**config.mk**
```make
export PLATFORM = sky130hd
export DESIGN_NAME = irq_hub
export DESIGN_NICKNAME = d
export VERILOG_FILES = /design/src/rtl/irq_hub_pkg.sv /design/src/rtl/irq_sense.sv /design/src/rtl/irq_pick.sv /design/src/rtl/irq_hub.sv
export SDC_FILE = /design/constraint.sdc
export NUM_CORES = 1
export LEC_CHECK = 0
export BUFFER_PORTS_ARGS = -buffer_cell sky130_fd_sc_hd__buf_4
export CAP_MARGIN = 10
export CORE_MARGIN = 3
export CORE_UTILIZATION = 59
export CTS_BUF_LIST = sky130_fd_sc_hd__clkbuf_16
export DETAILED_ROUTE_END_ITERATION = 6
export PLACE_DENSITY = 0.79
export SLEW_MARGIN = 20
export SYNTH_ARGS = -nofsm -noshare
export SYNTH_HDL_FRONTEND = slang
export SYNTH_SLANG_ARGS = --single-unit
```
**constraint.sdc**
```tcl
create_clock -name clk -period 1.97 [get_ports clk]
set_input_delay 0.197 -clock clk [delete_from_list [all_inputs] [get_ports clk]]
set_output_delay 0.197 -clock clk [all_outputs]
set_load 0.03 [all_outputs]
```
**src/rtl/irq_hub_pkg.sv**
```systemverilog
package irq_hub_pkg;

  localparam int unsigned ADR_STAT = 0;
  localparam int unsigned ADR_EN   = 2;
  localparam int unsigned ADR_CRIT = 3;
  localparam int unsigned ADR_POL  = 4;
  localparam int unsigned ADR_TRIG = 5;
  localparam int unsigned ADR_MSK  = 6;
  localparam int unsigned ADR_VEC  = 7;
  localparam int unsigned ADR_VCFG = 8;

  // event on one line: level sensing follows the active level,
  // edge sensing needs active now and inactive one cycle ago
  function automatic logic detect_set(logic act_now, logic act_prev, logic edge_mode);
    return edge_mode ? (act_now & ~act_prev) : act_now;
  endfunction

  // raw level to active level under a polarity bit
  function automatic logic apply_pol(logic raw, logic pol);
    return ~(raw ^ pol);
  endfunction

endpackage

```
**src/rtl/irq_sense.sv**
```systemverilog
module irq_sense
  import irq_hub_pkg::*;
#(
  parameter int W = 32
) (
  input  logic         clk,
  input  logic         rst_n,
  input  logic [W-1:0] raw_i,    // register bit order
  input  logic [W-1:0] pol_i,
  input  logic [W-1:0] trig_i,
  input  logic [W-1:0] clr_i,
  output logic [W-1:0] status_o,
  output logic [W-1:0] set_o,
  output logic [W-1:0] lvl_set_o
);

  for (genvar g = 0; g < W; g++) begin : g_line
    logic prev_q;
    logic stat_q;
    logic act_now;
    logic act_prev;
    logic ev;

    assign act_now  = apply_pol(raw_i[g], pol_i[g]);
    assign act_prev = apply_pol(prev_q, pol_i[g]);
    assign ev       = detect_set(act_now, act_prev, trig_i[g]);

    always_ff @(posedge clk) begin
      if (!rst_n) begin
        prev_q <= 1'b0;
        stat_q <= 1'b0;
      end else begin
        prev_q <= raw_i[g];
        stat_q <= (stat_q & ~clr_i[g]) | ev;
      end
    end

    assign status_o[g]  = stat_q;
    assign set_o[g]     = ev;
    assign lvl_set_o[g] = act_now & ~trig_i[g];
  end

endmodule

```
**src/rtl/irq_pick.sv**
```systemverilog
module irq_pick #(
  parameter  int W  = 32,
  localparam int IW = $clog2(W)
) (
  input  logic [W-1:0]  masked_i,
  output logic [IW-1:0] idx_o,
  output logic          vld_o
);

  // lowest set register bit, reported as a source number (W-1-bit)
  function automatic logic [IW-1:0] lowest_source(logic [W-1:0] m);
    logic [IW-1:0] r;
    r = '0;
    for (int b = W - 1; b >= 0; b--) begin
      if (m[b]) r = IW'(W - 1 - b);
    end
    return r;
  endfunction

  assign idx_o = lowest_source(masked_i);
  assign vld_o = |masked_i;

endmodule

```
**src/rtl/irq_hub.sv**
```systemverilog
module irq_hub
  import irq_hub_pkg::*;
#(
  parameter  int W  = 32,
  parameter  int AW = 4,
  localparam int IW = $clog2(W)
) (
  input  logic          clk,
  input  logic          rst_n,
  input  logic [W-1:0]  src_i,
  input  logic [AW-1:0] reg_addr,
  input  logic [W-1:0]  reg_wdata,
  input  logic          reg_wr,
  input  logic          reg_rd,
  output logic [W-1:0]  reg_rdata,
  output logic          irq_norm_o,
  output logic          irq_crit_o,
  output logic [IW-1:0] win_idx_o,
  output logic          win_vld_o
);

  logic [W-1:0] enable_q, crit_q, pol_q, trig_q, vcfg_q;
  logic [W-1:0] raw_r, status_q, set_mask, lvl_set, clr_mask, masked;
  logic [W-1:0] rd_mux;

  function automatic logic at(logic [AW-1:0] a, int unsigned code);
    return a == AW'(code);
  endfunction

  // source n -> register bit W-1-n
  always_comb begin
    for (int n = 0; n < W; n++) raw_r[W-1-n] = src_i[n];
  end

  assign clr_mask = (reg_wr && at(reg_addr, ADR_STAT)) ? reg_wdata : '0;

  irq_sense #(.W(W)) u_sense (
    .clk       (clk),
    .rst_n     (rst_n),
    .raw_i     (raw_r),
    .pol_i     (pol_q),
    .trig_i    (trig_q),
    .clr_i     (clr_mask),
    .status_o  (status_q),
    .set_o     (set_mask),
    .lvl_set_o (lvl_set)
  );

  assign masked = status_q & enable_q;

  irq_pick #(.W(W)) u_pick (
    .masked_i (masked),
    .idx_o    (win_idx_o),
    .vld_o    (win_vld_o)
  );

  always_ff @(posedge clk) begin
    if (!rst_n) begin
      enable_q <= '0;
      crit_q   <= '0;
      trig_q   <= '0;
      pol_q    <= '1;
      vcfg_q   <= '0;
    end else if (reg_wr) begin
      if (at(reg_addr, ADR_EN))   enable_q <= reg_wdata;
      if (at(reg_addr, ADR_CRIT)) crit_q   <= reg_wdata;
      if (at(reg_addr, ADR_POL))  pol_q    <= reg_wdata;
      if (at(reg_addr, ADR_TRIG)) trig_q   <= reg_wdata;
      if (at(reg_addr, ADR_VCFG)) vcfg_q   <= reg_wdata;
    end
  end

  always_comb begin
    rd_mux = '0;
    if (at(reg_addr, ADR_STAT)) rd_mux = status_q;
    if (at(reg_addr, ADR_EN))   rd_mux = enable_q;
    if (at(reg_addr, ADR_CRIT)) rd_mux = crit_q;
    if (at(reg_addr, ADR_POL))  rd_mux = pol_q;
    if (at(reg_addr, ADR_TRIG)) rd_mux = trig_q;
    if (at(reg_addr, ADR_MSK))  rd_mux = masked;
    if (at(reg_addr, ADR_VCFG)) rd_mux = vcfg_q;
    if (at(reg_addr, ADR_VEC)) begin
      rd_mux[W-1]    = win_vld_o;
      rd_mux[IW-1:0] = win_idx_o;
    end
  end

  always_ff @(posedge clk) begin
    if (!rst_n) begin
      reg_rdata  <= '0;
      irq_norm_o <= 1'b0;
      irq_crit_o <= 1'b0;
    end else begin
      if (reg_rd) reg_rdata <= rd_mux;
      irq_norm_o <= |(masked & ~crit_q);
      irq_crit_o <= |(masked & crit_q);
    end
  end

endmodule

```
Word level (Yosys, flattened, before mapping)

Cells that the tools add are included.

Register bits: 258
Bits in latches: 0
Bits in writable memories: 0
Bits in read-only memories: 0
Input port bits: 72
Word-level logic and storage cells: 390
Memories kept: 0

$add $sub $neg: 0
$mul: 0
Div/mod/pow operators: 0
Magnitude comparators: 0
Equality and inequality tests: 7
Shifts and indexed selects: 0
Mux-type cells: 73
Bitwise operators: 228
Reduce and logical (&&, ||, !) cells: 10

Operators by type and width:

| operator                                                              | number |
|---|---|
| 32-bit 2-to-1 mux                                                     | 8 |
| 32-bit bitwise AND                                                    | 3 |
| 32-bit OR reduction                                                   | 3 |
| 5-bit 2-to-1 mux                                                      | 17 |
| 1-bit bitwise AND                                                     | 64 |
| 1-bit NOT                                                             | 64 |
| 1-bit XOR                                                             | 64 |
| 1-bit 2-to-1 mux                                                      | 34 |
| 4-bit 2-to-1 mux                                                      | 8 |
| 32-bit NOT                                                            | 1 |
| 1-bit OR                                                              | 32 |
| 4-bit by 3-bit equality test with 1-bit output, second input constant | 4 |
| 3-bit 2-to-1 mux                                                      | 4 |
| 2-bit AND reduction                                                   | 5 |
| 4-bit by 2-bit equality test with 1-bit output, second input constant | 2 |
| 4-bit equality test, second input constant                            | 1 |
| 4-bit zero test                                                       | 1 |
| 2-bit 2-to-1 mux                                                      | 2 |
| 1-bit logical AND                                                     | 1 |

Depth between registers and ports, before layout

Gate-level depths: netlist (run 1).

Depth in word-level cells: 33
Depth in mapped cells: 8

Cells and area by module

A second synthesis (run 1) with hierarchy kept.

Cell total of the unflattened synthesis: 1872
Area, all modules: 14326.2 µm²

By module, submodules not included:

| module    | times used | cells an instance | area an instance (µm²) | seq. area each (µm²) |
|---|---|---|---|---|
| irq_hub   | 1          | 1387              | 10122.2                | 3883.7 |
| irq_sense | 1          | 423               | 3837.4                 | 1281.2 |
| irq_pick  | 1          | 62                | 366.6                  | 0.0 |

Least setup slack after synthesis (run 1)

Ideal clock, no wire load.

Path type: register -> register
From: register u_sense.g_line[27].stat_q
To: register reg_rdata[1]
Arrival: 1.936 ns
Data required time: 1.900 ns
Setup slack: -0.037 ns
Stages on the path, launching flop included: 7
Buffers on the path: 0
Period minus slack after synthesis: 2.007 ns
Cell sequence: dfxtp_1 a22o_1 o2111ai_1 a31oi_1 o31ai_1 nand2_1 a21oi_1

Cells in the longest elaborated chain, start to end: 30

RTL lines:

| element                        | line            | text |
|---|---|---|
| from (decl)                    | irq_sense.sv:19 | `logic stat_q;` |
| from (signal assigned)         | irq_sense.sv:34 | `stat_q <= (stat_q & ~clr_i[g]) \| ev;` |
| 32-bit bitwise AND             | irq_hub.sv:49   | `assign masked = status_q & enable_q;` |
| 3-bit 2-to-1 mux (4 in a row)  | irq_pick.sv:15  | `if (m[b]) r = IW'(W - 1 - b);` |
| 4-bit 2-to-1 mux (8 in a row)  | irq_pick.sv:15  |  |
| 5-bit 2-to-1 mux (16 in a row) | irq_pick.sv:15  |  |
| net win_idx_o[1]               | irq_hub.sv:18   | `output logic [IW-1:0] win_idx_o,` |
| 5-bit 2-to-1 mux               | irq_hub.sv:82   | `if (at(reg_addr, ADR_VEC)) begin` |
| to (signal assigned)           | irq_hub.sv:94   | `if (reg_rd) reg_rdata <= rd_mux;` |
| to (decl)                      | irq_hub.sv:15   | `output logic [W-1:0] reg_rdata,` |

The timed path passes the listed nets, and every way through them passes these cells.
A chain may end at the register's enable or synchronous reset.

Final worst setup path (run 1)

From: register enable_q[27]
To: output win_idx_o[1]

Cells in the longest elaborated chain, start to end: 29

RTL lines:

| element                        | line           | text |
|---|---|---|
| from (decl)                    | irq_hub.sv:22  | `logic [W-1:0] enable_q, crit_q, pol_q, trig_q, vcfg_q;` |
| from (signal assigned)         | irq_hub.sv:65  | `if (at(reg_addr, ADR_EN)) enable_q <= reg_wdata;` |
| 32-bit bitwise AND             | irq_hub.sv:49  |  |
| 3-bit 2-to-1 mux (4 in a row)  | irq_pick.sv:15 |  |
| 4-bit 2-to-1 mux (8 in a row)  | irq_pick.sv:15 |  |
| 5-bit 2-to-1 mux (16 in a row) | irq_pick.sv:15 |  |
| to (decl)                      | irq_hub.sv:18  |  |

Every way passes these cells.

==> results of run 1 <==
power by group through the flow:
stage	logic (mW)	clock network [mW]	registers [mW]
4_1_cts	1.35	4.81	5.55
3_3_place_gp	1.21	0	5.66
6_report	1.40	4.77	5.56
2_1_floorplan	0.633	0	5.70
3_5_place_dp	1.23	0	5.66
5_1_grt	1.50	5.02	5.58
placed cells by master, fill, tap and decap left out, types with 32 or more instances in the layout:
master,instances
nand2_1,411
dfxtp_1,240
buf_4,170
a21oi_1,110
a21boi_1,74
nand3_1,70
dlygate4sd3_1,64
a21boi_0,55
a22o_1,45
and2_1,36
nor2b_1,35
xnor2_1,32
xor2_1,32
kinds of logic (layout without fill, tap and decap cells):
kind of cell / count (synthesis) / in the layout
AO/OA/AOI/OAI: 420 / 420
flip-flops: 258 / 258
XOR/XNOR: 64 / 64
buffers and inverters: 108 / 305
multiplexers: 32 / 32
AND/OR/NAND/NOR: 619 / 619
registers in the layout, indices dropped and copies added, names as in the netlist:
name and cells:
crit_q 32, irq_crit_o 1, vcfg_q 32, u_sense.g_line.stat_q 32, irq_norm_o 1, pol_q 32, reg_rdata 32, u_sense.g_line.prev_q 32
trig_q 32, enable_q 32
layout make-up:
class                           instances  area (sq um)  area share [%]
Tap cell                              270           338            2.18
Clock buffer                           27           676            4.36
Inverter                                3          13.8          0.0888
Sequential cell                       258          5200            33.5
Timing Repair Buffer                  255          2280            14.7
Multi-Input combinational cell       1135          6860            44.2
Clock inverter                         20           134           0.864
stage by stage:
stage,hold slack (ps),util [%],worst slack (ps),cells,setup TNS [ps]
final,53.0,76.1,-253,1968,-1160
after detailed placement,420,67.3,63.7,1842,0
after floorplan,319,-,52.9,1501,0
after global placement,416,67.3,80.1,1842,0
after global routing,53.5,76.1,-289,1968,-1510
after CTS,35.2,75.3,-260,1959,-940
routing by layer:
layer	part of all wire [%]	wire length (um)	vias to the layer above	global-route usage, %
met5	0.033	13	-	0
met4	2.8	1100	2	11.1
met3	8.1	3210	93	4.55
met2	48	18900	586	57.2
met1	42	16500	5772	46.5
li1	-	-	5602	-
what timing repair did:
action                                 4_1_cts  5_1_grt
hold buffers                                64        0
buffers inserted                             6        9
endpoints found under the hold margin      192        0
pin swaps                                   15       13
resized for setup                           44       30
setup endpoints to repair                    6        6
worst paths after layout:
path	startpoint	endpoint	slack [ps]	cells after the start
worst min register to register	vcfg_q[10]	vcfg_q[10]	450	2
worst max register to register	u_sense.g_line[13].stat_q	reg_rdata[4]	80	9
worst max-delay path	enable_q[27]	win_idx_o[1]	-250	6
worst min-delay path	rst_n	reg_rdata[5]	50	2
==> results.ini, run 1 <==
[global_routing]
grt_pass1_wl_um=62600
grt_pass1_vias=11600
grt_overflow_total=0
grt_max_degree=87
grt_usage_pct=34.4
antenna_found_initial=1

[yosys]
yosysTopAreaCellShare_pct=41.9
ys_warn_count=0
synth_adder_area_share_pct=0
synth_nets=1573
syn_inst=1501
synth_top_cell_by_area=dfxtp_1
synth-seq-cells=258
synth_edf_count=0
yosysMostFrequentCell=nand2_1
synth_top_family_by_area=compound AO/OA/AOI/OAI gates
async_flop_share_pct=0
synthMuxAreaShare_pct=3.00
yosys.area_share.simple_pct=22.2
avgSynthCellArea_sq_um=8.21
synth_area_leaders=dfxtp_1 42%, nand2_1 13%, a21oi_1 4.5%
synth_area_sq_um=12300
synth_cell_types=59
synth_commonest_cells=419 x nand2_1, 258 x dfxtp_1, 111 x a21oi_1, 74 x a21boi_1, 74 x nand3_1
synth_compound_area_share_pct=24.1
yosysSeqAreaShare_pct=41.9
synth-xor-area-share_pct=4.55
ys.flop_type=dfxtp_1

[timing]
fmax_ghz=0.450
hold_violations=0
slew_violations=0
fin_skew_ps=15.6
finalSetupViolCount=6
worst-slew-pin-transition_ps=658
period_share_pct=113
rsz0062_at_grt=true
relSlewSlack_pct=56.1
period_minus_slack_ps=2220
post-route-worst-setup-slack_ps=-253

[floorplan]
fp.dieW_um=151
die-area_sq_um=22700
ioPinCount=112
start_util_pct=60.5
die-height_um=151
rows=52
core_area_sq_um=20400

[cells_and_area]
drive_gt1_share_pct=18.8
area_growth_pct=25.8
n_fill_cell=1512
antennaDiodeCount=0
fin_area_sq_um=15500
nNetsFinal=1752

[worst_setup_path]
arrival_ps=2030
crit_chain=a22o_1, o2111ai_2, a31oi_2, o31ai_2, buf_4, buf_6
path_buf_inv=2
slowest_stage=dfxtp_4
critPathTopFamily=compound AO/OA/AOI/OAI gates
cp-start-kind=flop
critPathKind=reg2out
crit_fanout=3
max_stage_delay_ps=350
critPathRequiredTime_ps=1770
cp-end-kind=primary output

[outcome]
status=complete, but fails checks
violations=negative setup slack

[power]
internal_power_mw=8.77
power.switching_mw=2.97
power_frac_clock_pct=40.6
p_seq_share_pct=47.4
power.total_mw=11.7
switching_share_pct=25.3
powerDensity_nw_per_um2=757
peakVddDrop_v=0.000507
p_comb_share_pct=12.0
leakagePower_nw=6.15

[clock_tree]
clk_latency_ps=530
cts_root_buffer=clkbuf_16
cts-htree-levels=1
clkSinkCount=258
clk_pin_slew_worst_paths_ps=60
cts_buffer_depth=3
cts_tree=done
cts_buffers=27

[drt]
drt_iter0_drc=1251
drt-wirelength-per-cell_um=20.2
num_vias=12100
ant_nets=0
drcViolationCount=0
routed_via_density=6.13
finalWirelength_um=39700
drt-pass1-iter-count=6

[min_path]
min_path_type=in2reg

[job]
drv_cap=0

[placed_design]
place_area_sq_um=13700
gp_congestion=0.978
hpwl_um=26500
port_buffers=111

Power figures use the tool's default switching activity.
==> run 2, diff against run 1 <==
Settings changed: PLACE_DENSITY 0.79 to 0.81.
==> results.ini, run 2 (synthesis results as in run 1) <==
[worst_setup_path]
critPathKind=reg2out
arrival_ps=2010  ; -20 ps
crit_chain=a22oi_2, buf_4, a21boi_0, o31ai_4, buf_6
cp-start-kind=flop
r2r_cells=7  ; -2
max_stage_delay_ps=410  ; +60 ps
crit_fanout=5  ; +2
reg2reg_from=enable_q[19]
slowest_stage=a21boi_0
crit_start=enable_q[8]
critPathRequiredTime_ps=1770  ; about the same
cp-end-kind=primary output

[cells_and_area]
area_growth_pct=25.3
drive_gt1_share_pct=18.7  ; -0.18 points
utilization_pct=75.8  ; -0.29 points
fin_area_sq_um=15400  ; -0.39%
antennaDiodeCount=0  ; unchanged
nNetsFinal=1747  ; -0.29%
mostFrequentLayoutCells=410 x nand2_1, 242 x dfxtp_1, 165 x buf_4, 108 x a21oi_1, 74 x a21boi_1
final_common_cell=nand2_1
final_cells=1963  ; -0.25%

[placed_design]
gp_congestion=0.977  ; -0.12%
placed_cells=1847  ; +0.27%
hpwl_um=26500  ; +0.28%
place_area_sq_um=13700  ; +0.18%
port_buffers=111  ; unchanged

[global_routing]
grt_max_degree=74  ; -15%
grt_usage_pct=34.4  ; -0.059 points
grt_pass1_vias=11700  ; +1.5%
grt_overflow_total=0  ; unchanged
grt_pass1_wl_um=62700  ; +0.12%
antenna_found_initial=0  ; -1

[drt]
drt-wirelength-per-cell_um=20.3  ; +0.69%
finalWirelength_um=39900  ; +0.44%
drt_iter0_drc=997  ; -20%
drcViolationCount=0  ; unchanged
drt-pass1-iter-count=7  ; +1
num_vias=12100  ; +0.37%
routed_via_density=6.16  ; +0.63%
ant_nets=0  ; unchanged

[min_path]
min_path_type=in2reg
hold_start=rst_n
worstHoldPathCells=2  ; unchanged

[clock_tree]
cts-htree-levels=1  ; unchanged
clk_latency_ps=550  ; +20 ps
cts_buffers=27  ; unchanged
clkSinkCount=258  ; unchanged
cts_root_buffer=clkbuf_16
cts_tree=done
clk_pin_slew_worst_paths_ps=60  ; about the same
cts_buffer_depth=3  ; unchanged

[timing]
fin_skew_ps=22.9  ; +7.31 ps
relSlewSlack_pct=67.5  ; +11 points
rsz0062_at_grt=true
period_share_pct=112  ; -0.80 points
fmax_ghz=0.453  ; +0.71%
period_minus_slack_ps=2210  ; -15.7 ps
post-route-worst-setup-slack_ps=-237  ; +15.7 ps
hold_violations=0  ; unchanged
slew_violations=0  ; unchanged
holdWs_ps=2.03  ; -50.9 ps
worst-slew-pin-transition_ps=487  ; -171 ps
finalSetupViolCount=6  ; unchanged

[floorplan]
ioPinCount=112  ; unchanged
start_util_pct=60.5  ; unchanged
die-height_um=151  ; unchanged
fp.dieW_um=151  ; unchanged
die-area_sq_um=22700  ; unchanged
core_area_sq_um=20400  ; unchanged
rows=52  ; unchanged

[job]
drv_cap=0  ; unchanged

[power]
p_seq_share_pct=47.3  ; about the same
switching_share_pct=25.5  ; +0.25 points
powerDensity_nw_per_um2=762  ; +0.70%
peakVddDrop_v=0.000621  ; +23%
power.total_mw=11.8  ; +0.31%
power_frac_clock_pct=40.9  ; +0.3 points
leakagePower_nw=6.11  ; -0.74%
power.switching_mw=3.01  ; +1.3%
p_comb_share_pct=11.8  ; -0.2 points
internal_power_mw=8.77  ; about the same

[outcome]
status=complete, but fails checks
violations=negative setup slack

## run 2: power groups by stage
stage / Sequential [mW] / Combinational (mW) / Clock (mW)
after floorplan: 5.70 / 0.633 / 0
after global placement: 5.65 / 1.20 / 0
after detailed placement: 5.66 / 1.22 / 0
after CTS: 5.56 / 1.35 / 4.84
after global routing: 5.58 / 1.49 / 5.04
final: 5.57 / 1.39 / 4.82
## run 2: layout make-up
cell class / count / area, sq um
timing repair buffer: 250 / 2240
clock buffer: 27 / 676
inverter: 3 / 11.3
multi-input combinational: 1135 / 6850
tap: 270 / 338
clock inverter: 20 / 139
fill: 1469 / 4920
sequential: 258 / 5190
## run 2: what timing repair did
| action | CTS | global route |
|---|---|---|
| pin swaps | 12 | 13 |
| hold buffers | 64 | 0 |
| setup buffers | 3 | 3 |
| gates resized for setup | 35 | 32 |
| endpoints found under the hold margin | 192 | 0 |
| endpoints found under the setup margin | 6 | 7 |
## run 2: stage by stage
| stage | TNS (ps) | worst slack [ps] |
|---|---|---|
| after floorplan | 0 | 52.9 |
| after global placement | 0 | 161 |
| after detailed placement | 0 | 115 |
| after CTS | -990 | -245 |
| after global routing | -1290 | -254 |
| final | -957 | -237 |
## run 2: final timing paths
| kind | endpoint | slack, ps |
|---|---|---|
| setup / recovery | win_idx_o[1] | -240 |
| setup reg to reg | reg_rdata[31] | 110 |
| hold reg to reg | vcfg_q[28] | 450 |
| hold / removal | pol_q[11] | 2 |
## run 2: layer usage
| layer | vias up | wire length [um] | track usage (%) |
|---|---|---|---|
| met5 | - | 0 | 0 |
| met4 | 0 | 1110 | 12.4 |
| met3 | 105 | 3210 | 4.39 |
| met2 | 634 | 19300 | 58.3 |
| met1 | 5775 | 16300 | 44.9 |
| li1 | 5586 | - | - |
## run 2: worst max-delay path: cells and delay by family (launching register included)
kind                   cells  cell delay, ps
AO/OA/AOI/OAI              3             770
flip-flops                 1             350
buffers and inverters      2             330
==> run 3, diff against run 2 <==
Settings changed: CORE_ASPECT_RATIO set to 2.
==> results.ini, run 3 (synthesis results as in run 1) <==
[drt]
routed_via_density=6.26  ; +1.6%
num_vias=12300  ; +1.6%
drcViolationCount=0  ; unchanged
finalWirelength_um=42800  ; +7.2%
drt-pass1-iter-count=5  ; -2
drt-wirelength-per-cell_um=21.8  ; +7.2%
ant_nets=0  ; unchanged
drt_iter0_drc=1052  ; +5.5%

[timing]
fmax_ghz=0.452  ; -0.22%
hold_violations=0  ; unchanged
fin_skew_ps=10.2  ; -12.7 ps
period_minus_slack_ps=2210  ; +4.83 ps
slew_violations=0  ; unchanged
relSlewSlack_pct=53.9  ; -14 points
post-route-worst-setup-slack_ps=-242  ; -4.83 ps
period_share_pct=112  ; +0.25 points
rsz0062_at_grt=true
worst-slew-pin-transition_ps=690  ; +203 ps
finalSetupViolCount=6  ; unchanged
holdWs_ps=68.9  ; +66.9 ps

[worst_setup_path]
cp-start-kind=flop
critPathKind=reg2out
crit_fanout=4  ; -1
rrSetupSlack_ps=240  ; +130 ps
critPathRequiredTime_ps=1770  ; about the same
arrival_ps=2010  ; about the same
cp-end-kind=primary output

[min_path]
min_path_type=in2reg

[floorplan]
start_util_pct=60.2  ; -0.29 points
die-area_sq_um=22800  ; +0.46%
fp.dieW_um=108  ; -28%
core_area_sq_um=20500  ; +0.48%
die-height_um=210  ; +40%
rows=74  ; +42%
ioPinCount=112  ; unchanged

[clock_tree]
clk_latency_ps=540  ; about the same
clkSinkCount=258  ; unchanged
cts_buffer_depth=3  ; unchanged
cts_buffers=23  ; -15%
cts_tree=done
cts-htree-levels=1  ; unchanged
clk_pin_slew_worst_paths_ps=70  ; about the same
cts_root_buffer=clkbuf_16

[placed_design]
port_buffers=111  ; unchanged
gp_congestion=0.972  ; -0.47%
hpwl_um=29400  ; +11%

[outcome]
violations=negative setup slack
status=complete, but fails checks

[cells_and_area]
utilization_pct=75.3  ; -0.51 points
mostFrequentLayoutCells=408 x nand2_1, 234 x dfxtp_1, 174 x buf_4, 107 x a21oi_1, 74 x a21boi_1
area_growth_pct=25.1
antennaDiodeCount=0  ; unchanged
final_common_cell=nand2_1
drive_gt1_share_pct=19.9  ; +1.2 points
nNetsFinal=1752  ; +0.29%

[power]
powerDensity_nw_per_um2=732  ; -4.1%
leakagePower_nw=6.13  ; +0.34%
peakVddDrop_v=0.000933  ; +50%

[global_routing]
antenna_found_initial=0  ; unchanged
grt_pass1_vias=12700  ; +8.3%
grt_max_degree=81  ; +9.5%
grt_overflow_total=0  ; unchanged
grt_pass1_wl_um=66700  ; +6.4%
grt_usage_pct=37.6  ; +3.2 points

[job]
drv_cap=0  ; unchanged

==> run 3: changes by cell type in the layout (fill, tap and decap cells not counted), moves of 3 or more <==
cell	delta
dfxtp_2	+6
clkinv_1	-5
nand2_4	+3
dfxtp_1	-8
o21ai_2	+3
buf_4	+9
clkbuf_16	-4
==> run 3: layout make-up <==
| class | count | area [sq um] |
|---|---|---|
| multi-input combinational | 1135 | 6880 |
| sequential | 258 | 5200 |
| fill | 1483 | 5050 |
| timing repair buffer | 259 | 2290 |
| clock buffer | 23 | 576 |
| tap | 266 | 333 |
| clock inverter | 19 | 115 |
| inverter | 3 | 11.3 |
==> run 3: path summary, 6_finish.rpt <==
kind | from | end | cells past startpoint
worst max-delay path | u_sense.g_line[26].stat_q | win_idx_o[1] | 5
worst min-delay path | rst_n | pol_q[2] | 2
worst max register to register | enable_q[15] | reg_rdata[31] | 6
worst min register to register | vcfg_q[10] | vcfg_q[10] | 2
==> run 3: report_power, final <==
group / switching (mW) / total [mW] / internal, mW
combinational: 0.766 / 1.41 / 0.646
sequential: 0.186 / 5.58 / 5.39
clock: 2.02 / 4.28 / 2.26
total: 2.97 / 11.3 / 8.30
==> run 3: layer usage <==
metal  track usage [%]  share of wire [%]  vias to the layer above
met4              30.9                9.4                        0
met3              5.98                6.4                      252
met2              65.7                 50                      643
met5                 0                  0                        -
met1              38.6                 34                     5805
li1                  -                  -                     5589
==> run 3: critical path, cell delays in order (launching register included) <==
cell and delay (ps):
dfxtp_1 340, a22o_1 240, o2111ai_2 180, a31oi_1 130
o31ai_2 360, buf_4 230
==> run 3: repair_timing <==
action / in CTS / in global routing
resized for setup: 44 / 46
endpoints found under the setup margin: 6 / 6
hold buffers: 64 / 0
setup buffers: 2 / 4
pin swaps: 15 / 13
endpoints found under the hold margin: 190 / 0
==> run 3: per-stage QoR <==
stage	power [mW]	instance area [sq um]	instances	setup slack, ps	setup TNS (ps)
after floorplan	6.33	12300	1501	52.9	0
after global placement	6.89	13800	1851	-20.1	-20.1
after detailed placement	6.91	13800	1851	12.0	0
after CTS	11.2	15200	1959	-233	-739
after global routing	11.6	15400	1963	-321	-1070
final	11.3	15400	1963	-242	-746
